$ cat src/rtl/sbm_pkg.sv
package sbm_pkg;

    typedef enum logic {
        MODE_TRANSP = 1'b0,
        MODE_PACKED = 1'b1
    } sbm_mode_e;

    typedef enum logic {
        ST_IDLE = 1'b0,
        ST_WORK = 1'b1
    } sbm_state_e;

endpackage

$ cat src/rtl/sbm_frame_ctrl.sv
module sbm_frame_ctrl
    import sbm_pkg::*;
#(
    parameter int SLOT_W = 8,
    localparam int CNT_W = $clog2(2 * SLOT_W + 1)
) (
    input  logic              clk,
    input  logic              rst,
    input  logic              frame_stb,
    input  sbm_mode_e         cfg_mode,
    input  logic [SLOT_W-1:0] cfg_mask,
    input  logic [SLOT_W-1:0] cfg_fill,
    input  logic [SLOT_W-1:0] rx_slot,
    output logic              work,
    output sbm_mode_e         act_mode,
    output logic [SLOT_W-1:0] act_mask,
    output logic [SLOT_W-1:0] act_fill,
    output logic [CNT_W-1:0]  act_need,
    output logic [SLOT_W-1:0] rx_lat
);

    sbm_state_e state, state_nxt;

    always_comb begin
        state_nxt = state;
        unique case (state)
            ST_IDLE: state_nxt = frame_stb ? ST_WORK : ST_IDLE;
            ST_WORK: state_nxt = frame_stb ? ST_WORK : ST_IDLE;
            default: state_nxt = ST_IDLE;
        endcase
    end

    always_ff @(posedge clk) begin
        if (rst) state <= ST_IDLE;
        else     state <= state_nxt;
    end

    always_comb begin
        work = (state == ST_WORK);
    end

    always_ff @(posedge clk) begin
        if (rst) begin
            act_mode <= MODE_TRANSP;
            act_mask <= '0;
            act_fill <= '0;
            act_need <= '0;
            rx_lat   <= '0;
        end else if (frame_stb) begin
            act_mode <= cfg_mode;
            act_mask <= cfg_mask;
            act_fill <= cfg_fill;
            act_need <= CNT_W'($countones(cfg_mask));
            rx_lat   <= rx_slot;
        end
    end

    AST_WORK_AFTER_STROBE: assert property (@(posedge clk) disable iff (rst)
        work |-> $past(frame_stb));
    AST_CFG_HELD: assert property (@(posedge clk) disable iff (rst)
        !frame_stb |=> ($stable(act_mask) && $stable(act_fill)));

endmodule

$ cat src/rtl/sbm_tx_path.sv
module sbm_tx_path
    import sbm_pkg::*;
#(
    parameter int SLOT_W = 8,
    localparam int RES_W = 2 * SLOT_W,
    localparam int CNT_W = $clog2(RES_W + 1),
    localparam int IDX_W = $clog2(RES_W)
) (
    input  logic              clk,
    input  logic              rst,
    input  logic              work,
    input  sbm_mode_e         act_mode,
    input  logic [SLOT_W-1:0] act_mask,
    input  logic [SLOT_W-1:0] act_fill,
    input  logic [CNT_W-1:0]  act_need,
    input  logic              txf_empty,
    input  logic [SLOT_W-1:0] txf_data,
    output logic              txf_pop,
    output logic [SLOT_W-1:0] tx_slot,
    output logic              tx_slot_vld,
    output logic              tx_underrun
);

    logic [RES_W-1:0]  res_bits, merged, nres_bits;
    logic [CNT_W-1:0]  res_cnt, mcnt, nres_cnt;
    logic [SLOT_W-1:0] slot_c;
    logic              pop_c, under_c;
    logic [IDX_W-1:0]  k;

    always_comb begin
        pop_c     = 1'b0;
        under_c   = 1'b0;
        merged    = res_bits;
        mcnt      = res_cnt;
        nres_bits = res_bits;
        nres_cnt  = res_cnt;
        slot_c    = '0;
        k         = '0;
        if (act_mode == MODE_TRANSP) begin
            under_c   = txf_empty;
            pop_c     = !txf_empty;
            slot_c    = ((txf_empty ? {SLOT_W{1'b1}} : txf_data) & act_mask)
                      | (act_fill & ~act_mask);
            nres_bits = '0;
            nres_cnt  = '0;
        end else begin
            if (res_cnt < act_need) begin
                if (txf_empty) begin
                    under_c = 1'b1;
                end else begin
                    pop_c  = 1'b1;
                    merged = res_bits | (RES_W'(txf_data) << res_cnt);
                    mcnt   = res_cnt + CNT_W'(SLOT_W);
                end
            end
            for (int i = 0; i < SLOT_W; i++) begin
                if (act_mask[i]) begin
                    slot_c[i] = under_c ? 1'b1 : merged[k];
                    k = k + 1'b1;
                end else begin
                    slot_c[i] = act_fill[i];
                end
            end
            if (!under_c) begin
                nres_bits = merged >> act_need;
                nres_cnt  = mcnt - act_need;
            end
        end
    end

    always_comb begin
        txf_pop = work && pop_c;
    end

    always_ff @(posedge clk) begin
        if (rst) begin
            res_bits    <= '0;
            res_cnt     <= '0;
            tx_slot     <= '0;
            tx_slot_vld <= 1'b0;
            tx_underrun <= 1'b0;
        end else begin
            tx_slot_vld <= work;
            tx_underrun <= work && under_c;
            if (work) begin
                tx_slot  <= slot_c;
                res_bits <= nres_bits;
                res_cnt  <= nres_cnt;
            end
        end
    end

    AST_RES_BOUND: assert property (@(posedge clk) disable iff (rst)
        res_cnt < CNT_W'(SLOT_W));
    AST_NO_POP_EMPTY: assert property (@(posedge clk) disable iff (rst)
        txf_pop |-> !txf_empty);
    AST_UNDER_NO_POP: assert property (@(posedge clk) disable iff (rst)
        tx_underrun |-> !$past(txf_pop));

endmodule

$ cat src/rtl/sbm_rx_path.sv
module sbm_rx_path
    import sbm_pkg::*;
#(
    parameter int SLOT_W = 8,
    localparam int RES_W = 2 * SLOT_W,
    localparam int CNT_W = $clog2(RES_W + 1),
    localparam int GIX_W = $clog2(SLOT_W)
) (
    input  logic              clk,
    input  logic              rst,
    input  logic              work,
    input  sbm_mode_e         act_mode,
    input  logic [SLOT_W-1:0] act_mask,
    input  logic [CNT_W-1:0]  act_need,
    input  logic [SLOT_W-1:0] rx_lat,
    input  logic              rxf_full,
    output logic              rxf_push,
    output logic [SLOT_W-1:0] rxf_data,
    output logic              rx_overrun
);

    logic [RES_W-1:0]  acc_bits, merged, nacc_bits;
    logic [CNT_W-1:0]  acc_cnt, mcnt, nacc_cnt;
    logic [SLOT_W-1:0] gath, byte_c;
    logic [GIX_W-1:0]  k;
    logic              want;

    always_comb begin
        want      = 1'b0;
        byte_c    = '0;
        gath      = '0;
        k         = '0;
        merged    = acc_bits;
        mcnt      = acc_cnt;
        nacc_bits = acc_bits;
        nacc_cnt  = acc_cnt;
        if (act_mode == MODE_TRANSP) begin
            want      = 1'b1;
            byte_c    = rx_lat & act_mask;
            nacc_bits = '0;
            nacc_cnt  = '0;
        end else begin
            for (int i = 0; i < SLOT_W; i++) begin
                if (act_mask[i]) begin
                    gath[k] = rx_lat[i];
                    k = k + 1'b1;
                end
            end
            merged = acc_bits | (RES_W'(gath) << acc_cnt);
            mcnt   = acc_cnt + act_need;
            if (mcnt >= CNT_W'(SLOT_W)) begin
                want      = 1'b1;
                byte_c    = merged[SLOT_W-1:0];
                nacc_bits = merged >> SLOT_W;
                nacc_cnt  = mcnt - CNT_W'(SLOT_W);
            end else begin
                nacc_bits = merged;
                nacc_cnt  = mcnt;
            end
        end
    end

    always_ff @(posedge clk) begin
        if (rst) begin
            acc_bits   <= '0;
            acc_cnt    <= '0;
            rxf_push   <= 1'b0;
            rxf_data   <= '0;
            rx_overrun <= 1'b0;
        end else begin
            rxf_push   <= work && want && !rxf_full;
            rx_overrun <= work && want && rxf_full;
            if (work) begin
                acc_bits <= nacc_bits;
                acc_cnt  <= nacc_cnt;
                if (want && !rxf_full) rxf_data <= byte_c;
            end
        end
    end

    AST_ACC_BOUND: assert property (@(posedge clk) disable iff (rst)
        acc_cnt < CNT_W'(SLOT_W));
    AST_NO_PUSH_FULL: assert property (@(posedge clk) disable iff (rst)
        rxf_push |-> !$past(rxf_full));
    AST_PUSH_XOR_OVER: assert property (@(posedge clk) disable iff (rst)
        !(rxf_push && rx_overrun));

endmodule

$ cat src/rtl/slot_bitmask_engine.sv
module slot_bitmask_engine
    import sbm_pkg::*;
#(
    parameter int SLOT_W = 8,
    localparam int CNT_W = $clog2(2 * SLOT_W + 1)
) (
    input  logic              clk,
    input  logic              rst,
    input  logic              frame_stb,
    input  logic              cfg_packed,
    input  logic [SLOT_W-1:0] cfg_mask,
    input  logic [SLOT_W-1:0] cfg_fill,
    input  logic              txf_empty,
    input  logic [SLOT_W-1:0] txf_data,
    output logic              txf_pop,
    output logic [SLOT_W-1:0] tx_slot,
    output logic              tx_slot_vld,
    output logic              tx_underrun,
    input  logic [SLOT_W-1:0] rx_slot,
    input  logic              rxf_full,
    output logic              rxf_push,
    output logic [SLOT_W-1:0] rxf_data,
    output logic              rx_overrun
);

    logic              work;
    sbm_mode_e         act_mode;
    logic [SLOT_W-1:0] act_mask, act_fill, rx_lat;
    logic [CNT_W-1:0]  act_need;
    sbm_mode_e         cfg_mode;

    always_comb begin
        cfg_mode = cfg_packed ? MODE_PACKED : MODE_TRANSP;
    end

    sbm_frame_ctrl #(.SLOT_W(SLOT_W)) u_ctrl (
        .clk      (clk),
        .rst      (rst),
        .frame_stb(frame_stb),
        .cfg_mode (cfg_mode),
        .cfg_mask (cfg_mask),
        .cfg_fill (cfg_fill),
        .rx_slot  (rx_slot),
        .work     (work),
        .act_mode (act_mode),
        .act_mask (act_mask),
        .act_fill (act_fill),
        .act_need (act_need),
        .rx_lat   (rx_lat)
    );

    sbm_tx_path #(.SLOT_W(SLOT_W)) u_tx (
        .clk        (clk),
        .rst        (rst),
        .work       (work),
        .act_mode   (act_mode),
        .act_mask   (act_mask),
        .act_fill   (act_fill),
        .act_need   (act_need),
        .txf_empty  (txf_empty),
        .txf_data   (txf_data),
        .txf_pop    (txf_pop),
        .tx_slot    (tx_slot),
        .tx_slot_vld(tx_slot_vld),
        .tx_underrun(tx_underrun)
    );

    sbm_rx_path #(.SLOT_W(SLOT_W)) u_rx (
        .clk       (clk),
        .rst       (rst),
        .work      (work),
        .act_mode  (act_mode),
        .act_mask  (act_mask),
        .act_need  (act_need),
        .rx_lat    (rx_lat),
        .rxf_full  (rxf_full),
        .rxf_push  (rxf_push),
        .rxf_data  (rxf_data),
        .rx_overrun(rx_overrun)
    );

    AST_VLD_TIMING: assert property (@(posedge clk) disable iff (rst)
        tx_slot_vld |-> $past(frame_stb, 2));
    AST_FILL_KEPT: assert property (@(posedge clk) disable iff (rst)
        (tx_slot_vld && !$past(frame_stb)) |->
            ((tx_slot & ~act_mask) == (act_fill & ~act_mask)));
    AST_PUSH_ONLY_FRAME: assert property (@(posedge clk) disable iff (rst)
        (rxf_push || rx_overrun) |-> tx_slot_vld);

endmodule

$ cat config.mk
export PLATFORM = sky130hd
export DESIGN_NAME = slot_bitmask_engine
export DESIGN_NICKNAME = d
export VERILOG_FILES = /design/src/rtl/sbm_pkg.sv /design/src/rtl/sbm_frame_ctrl.sv /design/src/rtl/sbm_tx_path.sv /design/src/rtl/sbm_rx_path.sv /design/src/rtl/slot_bitmask_engine.sv
export SDC_FILE = /design/constraint.sdc
export NUM_CORES = 1
export LEC_CHECK = 0
export ABC_CLOCK_PERIOD_IN_PS = 8200
export BUFFER_PORTS_ARGS = -buffer_cell sky130_fd_sc_hd__buf_2
export CORE_UTILIZATION = 25
export CTS_CLUSTER_SIZE = 14
export DETAILED_ROUTE_END_ITERATION = 10
export GPL_TIMING_DRIVEN = 0
export PLACE_DENSITY = 0.43
export SLEW_MARGIN = 20
export SYNTH_ARGS = -nofsm -noshare
export SYNTH_HDL_FRONTEND = slang
export SYNTH_SLANG_ARGS = --single-unit
$ cat constraint.sdc
create_clock -name clk -period 8.2 [get_ports clk]
set_input_delay 0.82 -clock clk [delete_from_list [all_inputs] [get_ports clk]]
set_output_delay 0.82 -clock clk [all_outputs]
set_load 0.03 [all_outputs]
==> flow_summary.json, run 1 <==
{
  "status": "finished, final reports clean",
  "grt_pass1_wl_um": 52500,
  "startpoint_type": "flop",
  "dieArea_um2": 34000,
  "cp-end-kind": "flop",
  "maxCapViolCount": 0,
  "syn_nets": 1113,
  "vias_per_cell": 5.51,
  "p_leak_uw": 0.00367,
  "comb_power_share": 0.375,
  "internal-power_uw": 977,
  "finalSetupViolCount": 0,
  "synth.avg_cell_area_um2": 7.97,
  "path_max_fanout": 10,
  "critPathArrivalTime_ns": 7.91,
  "tns_ns": 0,
  "power_frac_seq": 0.307,
  "cpLargestDelayFamily": "adder cells",
  "drt_first_iter_violations": 711,
  "fillers": 3537,
  "grt_pass1_vias": 8214,
  "cts_tree": "done",
  "period_needed_ns": 7.66,
  "slew_viol_final": 0,
  "netlist_instances": 1042,
  "synthesis.area_um2": 8310,
  "post_cts_buffers": 0,
  "postLayoutCellArea_um2": 9540,
  "gp_congestion": 0.937,
  "drc": 0,
  "hpwlAfterDp_um": 26700,
  "dp_cells": 1540,
  "area.growth.synth_to_final_pct": 14.9,
  "synthFlopType": "dfxtp_1",
  "required_ns": 8.45,
  "synth_seq_cells": 92,
  "synth_edf_count": 0,
  "place_ws_ns": 0.302,
  "path_depth": 29,
  "root_buffer": "clkbuf_16",
  "hold_path_startpoint": "u_rx.acc_bits[12]",
  "die_x_um": 184,
  "start_util": 0.255,
  "placed_area_um2": 9150,
  "report.final.hold_viol_count": 0,
  "hp-class": "reg2reg",
  "async_flop_share": 0,
  "numPortBuffers": 56,
  "antenna_found_initial": 1,
  "synth_warnings": 0,
  "grt_overflow": 0,
  "rr_worst_depth": 29,
  "swShare": 0.385,
  "timing.rr.start": "u_ctrl.act_mask[0]",
  "ys_seq_area_frac": 0.222,
  "power_uw": 1590,
  "worstSetupStartpoint": "u_ctrl.act_mask[0]",
  "wl_um": 34900,
  "gr-usage-all-layers": 0.209,
  "drive_gt1_frac": 0.140,
  "clk_path_buf_depth": 2,
  "ant_nets": 0,
  "clock_latency_ns": 0.36,
  "fin_nets": 1180,
  "critPathBufInv": 7,
  "clock-sinks": 92,
  "finalNonFillerCells": 1555,
  "post_drt_wl_per_cell_um": 22.4,
  "synth_cell_types": 98,
  "max_freq_mhz": 131,
  "h-tree-depth": 3,
  "min_period_over_period": 0.934,
  "num_rows": 66,
  "vias": 8562,
  "clk_pin_slew_worst_paths_ns": 0.07,
  "grt_max_degree": 16,
  "max_stage_delay_ns": 0.69,
  "switchingPower_uw": 611,
  "worst_slack_ns": 0.542,
  "cts_buffers": 9,
  "n_antenna_cell": 0,
  "first_pass_iters": 5,
  "rsz0062_at_grt": "false",
  "hold_depth": 2,
  "max_slew_margin": 0.226,
  "ir_drop_mv": 0.124,
  "skew_ns": 0.0127,
  "pwr-share-clk": 0.318,
  "path_class": "reg2reg",
  "pin_count": 59,
  "tightest_slew_ns": 1.16,
  "crit_slowest_cell": "fa_1",
  "core-area_um2": 32600,
  "die_h_um": 184,
  "powerDensity_nw_per_um2": 166
}
==> cells in the final DEF, fill, tap and decap left out, types with 10 or more instances in the layout <==
cell	synthesis	final
a211oi_1	23	23
a21oi_1	59	59
a31oi_1	13	12
buf_1	10	10
buf_2	11	65
clkbuf_1	48	48
dfxtp_1	92	92
ha_1	26	26
inv_1	38	38
mux2_2	10	10
mux2i_1	55	55
mux4_2	19	19
nand2_1	106	106
nand2b_1	18	18
nand3_1	22	22
nor2_1	128	128
nor2b_1	17	17
nor3_1	27	27
nor4_1	12	12
o211ai_1	11	11
o21ai_0	40	40
o31ai_1	11	11
xnor2_1	12	12
==> final timing paths <==
kind,endpoint,slack [ns]
setup / recovery,u_rx.acc_bits[7],0.54
hold / removal,u_rx.acc_bits[12],0.45
setup reg to reg,u_rx.acc_bits[7],0.54
hold reg to reg,u_rx.acc_bits[12],0.45
==> flip-flops by register name (all words and copies together) (netlist names) <==
name	cells
u_rx.acc_cnt	5
u_tx.res_cnt	5
u_ctrl.work	1
u_tx.tx_slot	8
u_ctrl.act_fill	8
u_rx.rx_overrun	1
u_tx.tx_slot_vld	1
u_rx.rxf_data	8
u_ctrl.act_mode	1
u_rx.rxf_push	1
u_ctrl.rx_lat	8
u_tx.tx_underrun	1
u_tx.res_bits	16
u_rx.acc_bits	16
u_ctrl.act_mask	8
u_ctrl.act_need	4
==> cells by family (layout without fill, tap and decap cells) <==
family	count (synthesis)	count (layout)	synth area share
XOR/XNOR	24	24	0.0380
AO/OA/AOI/OAI	306	306	0.275
flip-flops	92	92	0.222
buffers and inverters	120	191	0.0595
adder cells (fa/ha/maj)	33	33	0.0560
multiplexers	85	85	0.133
AND/OR/NAND/NOR	382	382	0.217
==> timing repair <==
action / CTS / global route
resized for setup: 0 / 8
hold buffers: 0 / 0
setup endpoints to repair: 0 / 22
==> power by group through the flow <==
stage          clock network, uW  registers, uW  logic, uW
2_1_floorplan                  0            498        394
3_3_place_gp                   0            498        584
3_5_place_dp                   0            498        579
4_1_cts                      515            488        582
5_1_grt                      526            491        647
6_report                     505            488        595
==> synth_stat cells, types with 10 or more instances <==
cell type  count  area share
nor2_1       128       0.058
nand2_1      106       0.048
dfxtp_1       92        0.22
a21oi_1       59       0.036
mux2i_1       55       0.066
clkbuf_1      48       0.022
o21ai_0       40       0.024
inv_1         38       0.017
nor3_1        27       0.016
ha_1          26       0.039
a211oi_1      23       0.021
nand3_1       22       0.013
mux4_2        19       0.052
nand2b_1      18       0.014
nor2b_1       17       0.013
a31oi_1       13      0.0098
nor4_1        12      0.0090
xnor2_1       12       0.013
buf_2         11      0.0066
o211ai_1      11      0.0099
o31ai_1       11      0.0099
buf_1         10      0.0045
mux2_2        10       0.014
==> worst register-to-register path: cells and delay by family, from the launching register on <==
family	cells	cell delay [ns]
compound gates	8	1.75
xor+xnor	1	0.34
fa+ha+maj	5	1.88
mux	1	0.36
buf+inv	7	1.45
simple gates	7	1.33
flops	1	0.44
==> routing by layer <==
metal  up-vias  wire length, um  part of all wire  GRT usage
met1      4178            16400              0.47      0.290
met4         2              821             0.024     0.0587
met3        45             2040             0.058     0.0330
li1       4014                -                 -          -
met2       323            15600              0.45      0.332
met5         -               13           0.00037          0
==> layout make-up <==
class	count	area, um2	share of cell area
Multi-Input combinational cell	830	6020	0.631
Sequential cell	92	1840	0.193
Tap cell	442	553	0.0580
Clock inverter	5	108	0.0113
Buffer	74	327	0.0342
Timing Repair Buffer	56	280	0.0294
Clock buffer	10	239	0.0250
Inverter	46	173	0.0181
==> metrics by stage <==
stage,utilization,hold slack (ns)
floorplan,-,0.426
global placement,0.280,0.439
detailed placement,0.280,0.442
CTS,0.291,0.452
global route,0.293,0.476
finish,0.293,0.450
Note: power is estimated with default switching activity, not from simulation.
==> inputs of run 2 (changes only) <==
ABC_CLOCK_PERIOD_IN_PS = default   (was 8200)
PLACE_DENSITY = 0.4   (was 0.43)
==> flow_summary.json, run 2 (synthesized netlist as in run 1, its figures left out) <==
{
  "status": "finished, final reports clean",
  "post_cts_buffers": 0,
  "vias": 8602,
  "finalSetupViolCount": 0,
  "pin_count": 59,
  "ant_nets": 0,
  "die_x_um": 184,
  "required_ns": 8.50,
  "clk_pin_slew_worst_paths_ns": 0.07,
  "startpoint_type": "flop",
  "core-area_um2": 32600,
  "swShare": 0.411,
  "gr-usage-all-layers": 0.213,
  "cts_tree": "done",
  "drive_gt1_frac": 0.145,
  "max_stage_delay_ns": 0.70,
  "dieArea_um2": 34000,
  "h-tree-depth": 3,
  "grt_pass1_vias": 8289,
  "root_buffer": "clkbuf_16",
  "grt_max_degree": 17,
  "wl_um": 35600,
  "crit_slowest_cell": "fa_1",
  "gp_congestion": 0.934,
  "switchingPower_uw": 636,
  "grt_pass1_wl_um": 53400,
  "dp_cells": 1540,
  "grt_overflow": 0,
  "multi_input_area_um2": 6020,
  "die_h_um": 184,
  "worstSetupStartpoint": "u_ctrl.act_mask[0]",
  "p_leak_uw": 0.00366,
  "cts_buffers": 9,
  "n_antenna_cell": 0,
  "top_regs": "u_rx.acc_bits x16, u_tx.res_bits x16",
  "clock-sinks": 92,
  "first_pass_iters": 6,
  "register_area_um2": 1840,
  "report.final.hold_viol_count": 0,
  "skew_ns": 0.00899,
  "tns_ns": 0,
  "max_freq_mhz": 130,
  "fin_nets": 1180,
  "cts_resized": 0,
  "slew_viol_final": 0,
  "hold_path_startpoint": "u_rx.acc_bits[8]",
  "start_util": 0.255,
  "comb_power_share": 0.395,
  "timing.rr.start": "u_ctrl.act_mask[0]",
  "pwr-share-clk": 0.289,
  "vias_per_cell": 5.53,
  "internal-power_uw": 911,
  "min_period_over_period": 0.937,
  "clock_latency_ns": 0.37,
  "path_max_fanout": 10,
  "numPortBuffers": 56,
  "finalNonFillerCells": 1556,
  "final_common_cell": "nor2_1",
  "drt_first_iter_violations": 804,
  "cts.hold.buffers_added": 0,
  "ir_drop_mv": 0.105,
  "antenna_found_initial": 0,
  "hp-class": "reg2reg",
  "num_rows": 66,
  "clk_path_buf_depth": 2,
  "powerDensity_nw_per_um2": 163,
  "period_needed_ns": 7.68,
  "path_class": "reg2reg",
  "max_slew_margin": 0.243,
  "final_cell_mix": "128 x nor2_1, 105 x nand2_1, 92 x dfxtp_1",
  "power_frac_seq": 0.316,
  "area.growth.synth_to_final_pct": 14.3,
  "maxCapViolCount": 0,
  "drc": 0,
  "rsz0062_at_grt": "false",
  "tightest_slew_ns": 1.13,
  "critPathArrivalTime_ns": 7.99,
  "post_drt_wl_per_cell_um": 22.9,
  "hpwlAfterDp_um": 27400,
  "cp-end-kind": "flop",
  "fillers": 3623
}
run 2: area by class of cell:
class,instances,share of cell area
Buffer,74,0.0341
Clock buffer,9,0.0237
Clock inverter,7,0.00791
Inverter,46,0.0182
Multi-Input combinational cell,830,0.634
Sequential cell,92,0.194
Tap cell,442,0.0582
Timing Repair Buffer,56,0.0295
run 2: worst max-delay path, delay by kind of cell (launching register included):
kind / cells / cell delay [ns]
multiplexers: 2 / 0.43
adder cells (fa/ha/maj): 5 / 2.04
AO/OA/AOI/OAI: 8 / 2.22
AND/OR/NAND/NOR: 7 / 0.97
buffers and inverters: 7 / 1.49
flip-flops: 1 / 0.46
run 2: final timing paths:
kind	endpoint	slack, ns	cells after the start
max	u_rx.rxf_data[3]	0.52	29
min	u_rx.acc_bits[8]	0.45	2
max reg2reg	u_rx.rxf_data[3]	0.52	29
min reg2reg	u_rx.acc_bits[8]	0.45	2
run 2: stage by stage:
stage               worst slack [ns]  total power, uW  hold slack, ns  instance area, um2  utilization
finish                         0.515             1550           0.447                9500        0.291
global route                  0.0525             1630           0.491                9500        0.291
CTS                            0.211             1550           0.453                9440        0.289
detailed placement             0.232             1090           0.442                9140        0.280
global placement               0.135             1100           0.443                9140        0.280
floorplan                       1.77              892           0.426                8310            -
run 2: power by group through the flow:
stage               registers (uW)  clock network [uW]  logic (uW)
global placement               500                   0         597
global route                   492                 472         662
detailed placement             499                   0         594
CTS                            489                 459         598
floorplan                      498                   0         394
finish                         489                 447         611
run 2: per-layer routing:
layer / GRT usage / vias to the layer above / share of wire
met5: 0 / - / 0
met4: 0.0497 / 0 / 0.016
met3: 0.0285 / 44 / 0.055
met2: 0.340 / 324 / 0.45
met1: 0.300 / 4211 / 0.48
li1: - / 4023 / -
==> inputs of run 3 (changes only) <==
CORE_UTILIZATION = 45   (was 25)
MAX_ROUTING_LAYER = met4   (was default)
PLACE_DENSITY = 0.62   (was 0.4)
==> flow_summary.json, run 3 (synthesized netlist as in run 1, its figures left out) <==
{
  "status": "finished, final reports clean",
  "clock-sinks": 92,
  "slew_viol_final": 0,
  "root_buffer": "clkbuf_16",
  "ant_nets": 0,
  "max_stage_delay_ns": 0.76,
  "cts.hold.buffers_added": 0,
  "path_class": "reg2reg",
  "cts_buffers": 9,
  "clock_latency_ns": 0.36,
  "finalSetupViolCount": 0,
  "hpwlAfterDp_um": 23800,
  "antenna_found_initial": 0,
  "required_ns": 8.46,
  "max_slew_margin": 0.293,
  "worst_slack_ns": 0.333,
  "drive_gt1_frac": 0.139,
  "top_regs": "u_rx.acc_bits x16, u_tx.res_bits x16",
  "cts_tree": "done",
  "ir_drop_mv": 0.112,
  "cts_resized": 0,
  "gr-usage-all-layers": 0.348,
  "num_rows": 49,
  "tns_ns": 0,
  "powerDensity_nw_per_um2": 165,
  "drt_first_iter_violations": 981,
  "grt_max_degree": 17,
  "fin_nets": 1180,
  "final_common_cell": "nor2_1",
  "post_drt_wl_per_cell_um": 23.3,
  "grt_overflow": 0,
  "grt_pass1_vias": 8079,
  "hp-class": "reg2reg",
  "die_h_um": 138,
  "n_antenna_cell": 0,
  "post_cts_buffers": 0,
  "clk_path_buf_depth": 2,
  "gp_congestion": 0.995,
  "critPathArrivalTime_ns": 8.12,
  "p_leak_uw": 0.00365,
  "vias_per_cell": 6.49,
  "startpoint_type": "flop",
  "start_util": 0.461,
  "report.final.hold_viol_count": 0,
  "drc": 0,
  "tightest_slew_ns": 1.06,
  "crit_slowest_cell": "o32ai_1",
  "wl_um": 31300,
  "area.growth.synth_to_final_pct": 10.8,
  "clk_pin_slew_worst_paths_ns": 0.08,
  "die_x_um": 138,
  "grt_pass1_wl_um": 47700,
  "h-tree-depth": 3,
  "cp-end-kind": "flop",
  "max_freq_mhz": 127,
  "dp_cells": 1327,
  "final_cell_mix": "128 x nor2_1, 106 x nand2_1, 92 x dfxtp_1",
  "first_pass_iters": 8,
  "min_period_over_period": 0.959,
  "period_needed_ns": 7.87,
  "path_max_fanout": 10,
  "vias": 8714,
  "pin_count": 59,
  "rsz0062_at_grt": "false",
  "maxCapViolCount": 0,
  "place_ws_ns": 0.348,
  "core-area_um2": 18000,
  "skew_ns": 0.0128,
  "finalNonFillerCells": 1343,
  "numPortBuffers": 56,
  "dieArea_um2": 19000
}
## run 3: worst paths after layout
| check | from | to | slack (ns) | depth (start not counted) |
|---|---|---|---|---|
| hold / removal | u_rx.acc_bits[12] | u_rx.acc_bits[12] | 0.46 | 2 |
| setup / recovery | u_ctrl.act_mask[1] | u_rx.acc_bits[3] | 0.33 | 27 |
| hold reg to reg | u_rx.acc_bits[12] | u_rx.acc_bits[12] | 0.46 | 2 |
| setup reg to reg | u_ctrl.act_mask[1] | u_rx.acc_bits[3] | 0.33 | 27 |
## run 3: layout make-up
type / count / area (um2)
timing repair buffer: 56 / 280
buffer: 74 / 322
sequential: 92 / 1840
inverter: 46 / 173
clock buffer: 10 / 239
fill: 1782 / 8820
multi-input combinational: 830 / 5990
tap: 229 / 287
clock inverter: 6 / 70.1
## run 3: through the flow
| step | hold WS [ns] | power (uW) | utilization | cell area (um2) |
|---|---|---|---|---|
| after floorplan | 0.426 | 892 | - | 8310 |
| after global placement | 0.446 | 1060 | 0.492 | 8870 |
| after detailed placement | 0.449 | 1060 | 0.492 | 8870 |
| after CTS | 0.460 | 1510 | 0.509 | 9180 |
| after global routing | 0.488 | 1590 | 0.510 | 9200 |
| final | 0.457 | 1520 | 0.510 | 9200 |
## run 3: report_power, final
group | leakage [uW] | total, uW | internal [uW] | switching (uW)
clock | 0.000147 | 452 | 248 | 204
sequential | 0.000750 | 489 | 465 | 24.6
combinational | 0.00275 | 579 | 204 | 375
total | 0.00365 | 1520 | 916 | 604
## run 3: metal layers
| metal | share of wire | track usage | routed length (um) |
|---|---|---|---|
| met2 | 0.45 | 0.533 | 14000 |
| met5 | 0 | - | 0 |
| met3 | 0.069 | 0.0475 | 2160 |
| met4 | 0.042 | 0.149 | 1300 |
| met1 | 0.44 | 0.458 | 13800 |
## run 3: worst max-delay path, delay by kind of cell (launching register included)
kind	cells	cell delay (ns)
buffers and inverters	7	1.46
adder cells (fa/ha/maj)	5	1.80
XOR/XNOR	1	0.34
multiplexers	1	0.43
flip-flops	1	0.56
AND/OR/NAND/NOR	7	1.60
AO/OA/AOI/OAI	6	1.55
